`src/rtl/fts_pkg.sv`:
```
// Package: shared defaults for the fall-through stack.
// Assumes: nothing beyond parameter defaults.
package fts_pkg;
    parameter int FTS_WIDTH = 4;
    parameter int FTS_DEPTH = 14;
endpackage

```
`src/rtl/fts_cell.sv`:
```
// Module: fts_cell
// One stack location: a data word and an occupancy flag.
// Assumes: take is asserted only while the location is free, and
// give is asserted only while it is occupied. Data is never reset.
module fts_cell #(
    parameter int WIDTH = fts_pkg::FTS_WIDTH
) (
    input  logic             clk,
    input  logic             rst_n,
    input  logic             take,
    input  logic             give,
    input  logic [WIDTH-1:0] d_in,
    output logic             vld,
    output logic [WIDTH-1:0] dat
);
    // Occupancy flag: set on take, cleared on give, cleared by reset.
    always_ff @(posedge clk) begin
        if (!rst_n)
            vld <= 1'b0;
        else if (take)
            vld <= 1'b1;
        else if (give)
            vld <= 1'b0;
    end

    // Data word: loaded on take and never reset.
    always_ff @(posedge clk) begin
        if (take)
            dat <= d_in;
    end

    AST_TAKE_ONLY_FREE: assert property (@(posedge clk) disable iff (!rst_n)
        take |-> !vld);
    AST_GIVE_ONLY_HELD: assert property (@(posedge clk) disable iff (!rst_n)
        give |-> vld);
endmodule

```
`src/rtl/fts_move_ctl.sv`:
```
// Module: fts_move_ctl
// Decides from the current occupancy vector which locations load and
// which release this cycle. Index 0 is the bottom, DEPTH-1 the top.
// Assumes: DEPTH >= 2. Every move is computed in parallel from
// current state only.
module fts_move_ctl #(
    parameter int DEPTH = fts_pkg::FTS_DEPTH
) (
    input  logic [DEPTH-1:0] vld,
    input  logic             push_req,
    input  logic             pop_req,
    output logic [DEPTH-1:0] take,
    output logic [DEPTH-1:0] give
);
    localparam int TOP = DEPTH - 1;

    genvar i;
    generate
        for (i = 0; i < DEPTH; i++) begin : g_loc
            if (i == TOP) begin : g_top
                // Top loads a pushed word only when it is free.
                always_comb take[i] = push_req && !vld[i];
            end else begin : g_mid
                // Lower location loads from above when it is free and above is held.
                always_comb take[i] = !vld[i] && vld[i+1];
            end
            if (i == 0) begin : g_bot
                // Bottom releases on a pop.
                always_comb give[i] = pop_req && vld[i];
            end else begin : g_up
                // Upper location releases when the one below takes its word.
                always_comb give[i] = take[i-1];
            end
        end
    endgenerate
endmodule

```
`src/rtl/fts_stack.sv`:
```
// Module: fts_stack
// Self-timed fall-through FIFO core. Words enter at the top and drop
// one location per clock toward the bottom while space allows.
// Assumes: synchronous active-low reset, which clears occupancy only.
module fts_stack #(
    parameter int WIDTH = fts_pkg::FTS_WIDTH,
    parameter int DEPTH = fts_pkg::FTS_DEPTH
) (
    input  logic             clk,
    input  logic             rst_n,
    input  logic             in_vld,
    output logic             in_rdy,
    input  logic [WIDTH-1:0] in_data,
    output logic             out_vld,
    input  logic             out_rdy,
    output logic [WIDTH-1:0] out_data
);
    localparam int TOP = DEPTH - 1;

    logic [DEPTH-1:0] vld;
    logic [DEPTH-1:0] take;
    logic [DEPTH-1:0] give;
    logic [WIDTH-1:0] dat [DEPTH];
    logic             past_ok;

    fts_move_ctl #(.DEPTH(DEPTH)) u_ctl (
        .vld      (vld),
        .push_req (in_vld),
        .pop_req  (out_rdy),
        .take     (take),
        .give     (give)
    );

    genvar i;
    generate
        for (i = 0; i < DEPTH; i++) begin : g_cell
            logic [WIDTH-1:0] src;
            if (i == TOP) begin : g_src_in
                // Top location is fed from the push port.
                always_comb src = in_data;
            end else begin : g_src_up
                // Other locations are fed from the location above.
                always_comb src = dat[i+1];
            end
            fts_cell #(.WIDTH(WIDTH)) u_cell (
                .clk   (clk),
                .rst_n (rst_n),
                .take  (take[i]),
                .give  (give[i]),
                .d_in  (src),
                .vld   (vld[i]),
                .dat   (dat[i])
            );
        end
    endgenerate

    // Port view of the top and bottom locations.
    always_comb begin
        in_rdy   = !vld[TOP];
        out_vld  = vld[0];
        out_data = dat[0];
    end

    // Marks cycles whose previous cycle was out of reset, so $past is meaningful.
    always_ff @(posedge clk) begin
        past_ok <= rst_n;
    end

    AST_COUNT_KEPT: assert property (@(posedge clk) disable iff (!rst_n || !past_ok)
        $countones(vld) == $past($countones(vld))
                           + int'($past(in_vld && in_rdy))
                           - int'($past(out_vld && out_rdy)));
    AST_BOTTOM_HELD: assert property (@(posedge clk) disable iff (!rst_n || !past_ok)
        (out_vld && !out_rdy) |=> (out_vld && $stable(out_data)));
    AST_TOP_TAKEN: assert property (@(posedge clk) disable iff (!rst_n || !past_ok)
        (in_vld && in_rdy) |=> !in_rdy);
    AST_NO_BLIND_PUSH: assert property (@(posedge clk) disable iff (!rst_n || !past_ok)
        (!in_rdy && !$past(in_rdy)) |-> $countones(vld) <= $past($countones(vld)));
endmodule

```
`config.mk`:
```
export PLATFORM = sky130hd
export DESIGN_NAME = fts_stack
export DESIGN_NICKNAME = d
export VERILOG_FILES = /design/src/rtl/fts_pkg.sv /design/src/rtl/fts_cell.sv /design/src/rtl/fts_move_ctl.sv /design/src/rtl/fts_stack.sv
export SDC_FILE = /design/constraint.sdc
export NUM_CORES = 1
export LEC_CHECK = 0
export BUFFER_PORTS_ARGS = -buffer_cell sky130_fd_sc_hd__buf_4
export CAP_MARGIN = 20
export CORE_MARGIN = 4
export CORE_UTILIZATION = 50
export CTS_BUF_LIST = sky130_fd_sc_hd__clkbuf_4 sky130_fd_sc_hd__clkbuf_8
export CTS_CLUSTER_SIZE = 16
export DETAILED_ROUTE_END_ITERATION = 7
export HOLD_SLACK_MARGIN = 0.06
export PLACE_DENSITY = 0.8
export SYNTH_ARGS = -nofsm -noshare
export SYNTH_HDL_FRONTEND = slang
export SYNTH_SLANG_ARGS = --single-unit
```
`constraint.sdc`:
```
create_clock -name clk -period 0.9 [get_ports clk]
set_input_delay 0.18 -clock clk [delete_from_list [all_inputs] [get_ports clk]]
set_output_delay 0.18 -clock clk [all_outputs]
set_load 0.005 [all_outputs]
```
==> impl_metrics.ini <==
[cells_and_area]
regArea_um2 = 1990
final.fill_count = 283
multi_input_area_um2 = 382
nets = 160
diodes = 0
drive_above_1_share_pct = 45.2
utilization_pct = 66.8
syn_to_final_growth_pct = 28.9

[run]
maxCapViolCount = 0

[drt]
routedWlPerCell_um = 16.0
vias = 1022
drt_pre_antenna_iters = 4
drc_errors = 0
drt-total-wl_um = 3340
ant_nets = 0
viasPerCell = 4.89
drtIter0Drc = 40

[status]
violations = negative setup slack
outcome = complete, but fails checks

[hold_path]
holdCritPathClass = in -> reg
hold_depth = 3
min_to = g_cell[0].u_cell.vld$_SDFFE_PN0P_
hp-start = out_rdy

[timing]
finClkSkew_ps = 7.72
rsz0062_at_grt = yes
finalHoldViolations = 0
max_slew_margin_pct = 89.2
slew_viol_final = 0
layout_setup_ws_ps = -142
worst_pin_slew_ps = 162
fmaxAchievable_mhz = 960
period_needed_ps = 1040
setup_viol = 28
fin_crit_sh_pct = 116

[floorplanning]
ios = 14
start_util_pct = 51.8
core-area_um2 = 4380
dieHeight_um = 75.4
std_cell_rows = 24
die_w_um = 75.4
dieArea_um2 = 5690

[logic_synthesis]
synth_area_um2 = 2270
async_flop_share_pct = 0
synth_area_leaders = edfxtp_1 74%, dfxtp_1 12%, o21a_1 4.3%
syn_nets = 122
yosys-top-cells-count = 56 x edfxtp_1, 14 x dfxtp_1, 13 x and2_1, 13 x o21a_1, 8 x nor2b_1
netlist_instances = 114
yosys.area.top_type_share_pct = 74.0
synth-seq-cells = 70
synth_most_common_cell = edfxtp_1
ys_warn_count = 0
synth_edf_count = 56
syn_avg_cell_area_um2 = 19.9
synth_cell_type_count = 11
synth_flop_cell = edfxtp_1
synth_area_leader_cell = edfxtp_1
ys_seq_area_share_pct = 86.3

[clock_tree]
numCtsBuffers = 9
cts_tree = done
cts_root_buf = clkbuf_8
clock_sinks = 70
insertion_delay_ps = 330
clk_pin_slew_ps = 70
htreeDepth = 3
cts_buffer_depth = 2

[global_routing]
first_global_vias = 1114
grt-ovfl-total = 0
grt_pass1_wl_um = 5760
grtUsageTotal_pct = 14.9
antenna_found_initial = 0
grt_start_max_net_pins = 15

[worst_setup_path]
cp_slowest_cell = dfxtp_2
cp_cell_sequence = buf_6 > buf_6
cp.arrival_ps = 860
crit_path_start_kind = register
reg2reg_slack_ps = -10
reg2regPathDepth = 2
critPathCaptureType = primary output
regToRegEndpoint = g_cell[1].u_cell.dat[1]$_DFFE_PP_
crit_type = reg -> out
path_max_fanout = 2
worstPathRequired_ps = 720
cpMostUsedCell = buf_6
reg2reg_from = g_cell[2].u_cell.vld$_SDFFE_PN0P_
critPathMaxStageDelay_ps = 330

[power]
power.density_nw_per_um2 = 2150
p_leak_nw = 1.04
fin_total_pwr_w = 0.00629
ir_worst_vdd_v = 0.00149

[placed_design]
io_buffer_count = 13
routabilityCongestion = 0.768
place_hpwl_um = 2100
==> metal layers <==
| layer | up-vias | track usage [%] | part of all wire [%] | routed length (µm) |
|---|---|---|---|---|
| met4 | 0 | 4.66 | 1.8 | 59 |
| li1 | 495 | - | - | - |
| met1 | 499 | 15.7 | 39 | 1310 |
| met5 | - | 0 | 0 | 0 |
| met2 | 20 | 26.5 | 55 | 1850 |
| met3 | 8 | 6.73 | 3.8 | 126 |
==> registers in the layout, indices dropped and copies added (netlist names) <==
register,flops
g_cell.u_cell.dat,56
g_cell.u_cell.vld,14
==> placed cells by master, fill, tap and decap left out <==
master	n
clkinv_2	1
and2_1	10
buf_4	13
inv_2	1
buf_6	11
and2b_4	3
nor2b_4	11
clkinv_4	1
clkinv_1	1
o211a_1	1
dfxtp_2	8
o21a_1	13
bufinv_16	2
dlygate4sd3_1	4
edfxtp_1	56
nand2_1	1
clkinvlp_4	1
dfxtp_4	6
clkbuf_8	10
and2_4	3
==> cell type report <==
| cell class | instances | area share (%) |
|---|---|---|
| well taps | 52 | 2.22 |
| clock inverters | 6 | 2.90 |
| flip-flops and latches | 70 | 68.1 |
| repair buffers | 28 | 8.93 |
| inverters | 1 | 0.128 |
| multi-input cells | 42 | 13.0 |
| clock buffers | 10 | 4.70 |
==> through the flow <==
step                cell area, µm²  instances  hold slack [ps]  setup WS [ps]  setup TNS (ps)
finish                        2930        209              109           -142            -874
global route                  2930        209              103           -193           -2160
CTS                           2890        209             82.4           -165           -1130
detailed placement            2500        186              360           -100           -2530
global placement              2500        186              361          -52.0            -839
floorplan                     2280        114              279          -54.6            -611
==> report_power, final <==
part | leakage (nW) | internal (W) | switching, W
registers | 0.630 | 0.00349 | 0.0000201
clock network | 0.110 | 0.00162 | 0.00106
logic | 0.300 | 0.0000634 | 0.0000414
==> cells by family (layout without fill, tap and decap cells) <==
family	Yosys count	count (layout)	share of synthesized area, %
flops	70	70	86.3
simple gates	28	28	8.43
compound gates	14	14	4.74
buf+inv	2	45	0.496
==> worst max path at each step <==
stage          depth (start not counted)                           endpoint                               from
2_1_floorplan                          1  g_cell[2].u_cell.dat[0]$_DFFE_PP_  g_cell[3].u_cell.vld$_SDFFE_PN0P_
6_report                               2                            out_vld  g_cell[0].u_cell.vld$_SDFFE_PN0P_
4_1_cts                                2                            out_vld  g_cell[0].u_cell.vld$_SDFFE_PN0P_
5_1_grt                                2                            out_vld  g_cell[0].u_cell.vld$_SDFFE_PN0P_
3_3_place_gp                           2  g_cell[3].u_cell.dat[0]$_DFFE_PP_  g_cell[4].u_cell.vld$_SDFFE_PN0P_
3_5_place_dp                           2  g_cell[3].u_cell.dat[0]$_DFFE_PP_  g_cell[4].u_cell.vld$_SDFFE_PN0P_
==> worst max-delay path, delay by kind of cell (launching register included) <==
kind	cells	cell delay [ps]
buffers and inverters	2	210
flip-flops	1	330
==> what timing repair did <==
item	CTS	global route
gates cloned	0	0
resized for setup	36	13
endpoints found under the hold margin	4	0
hold buffers	4	0
pin swaps	0	3
setup buffers	3	0
setup endpoints to repair	51	62
Note: power is estimated with default switching activity, not from simulation.
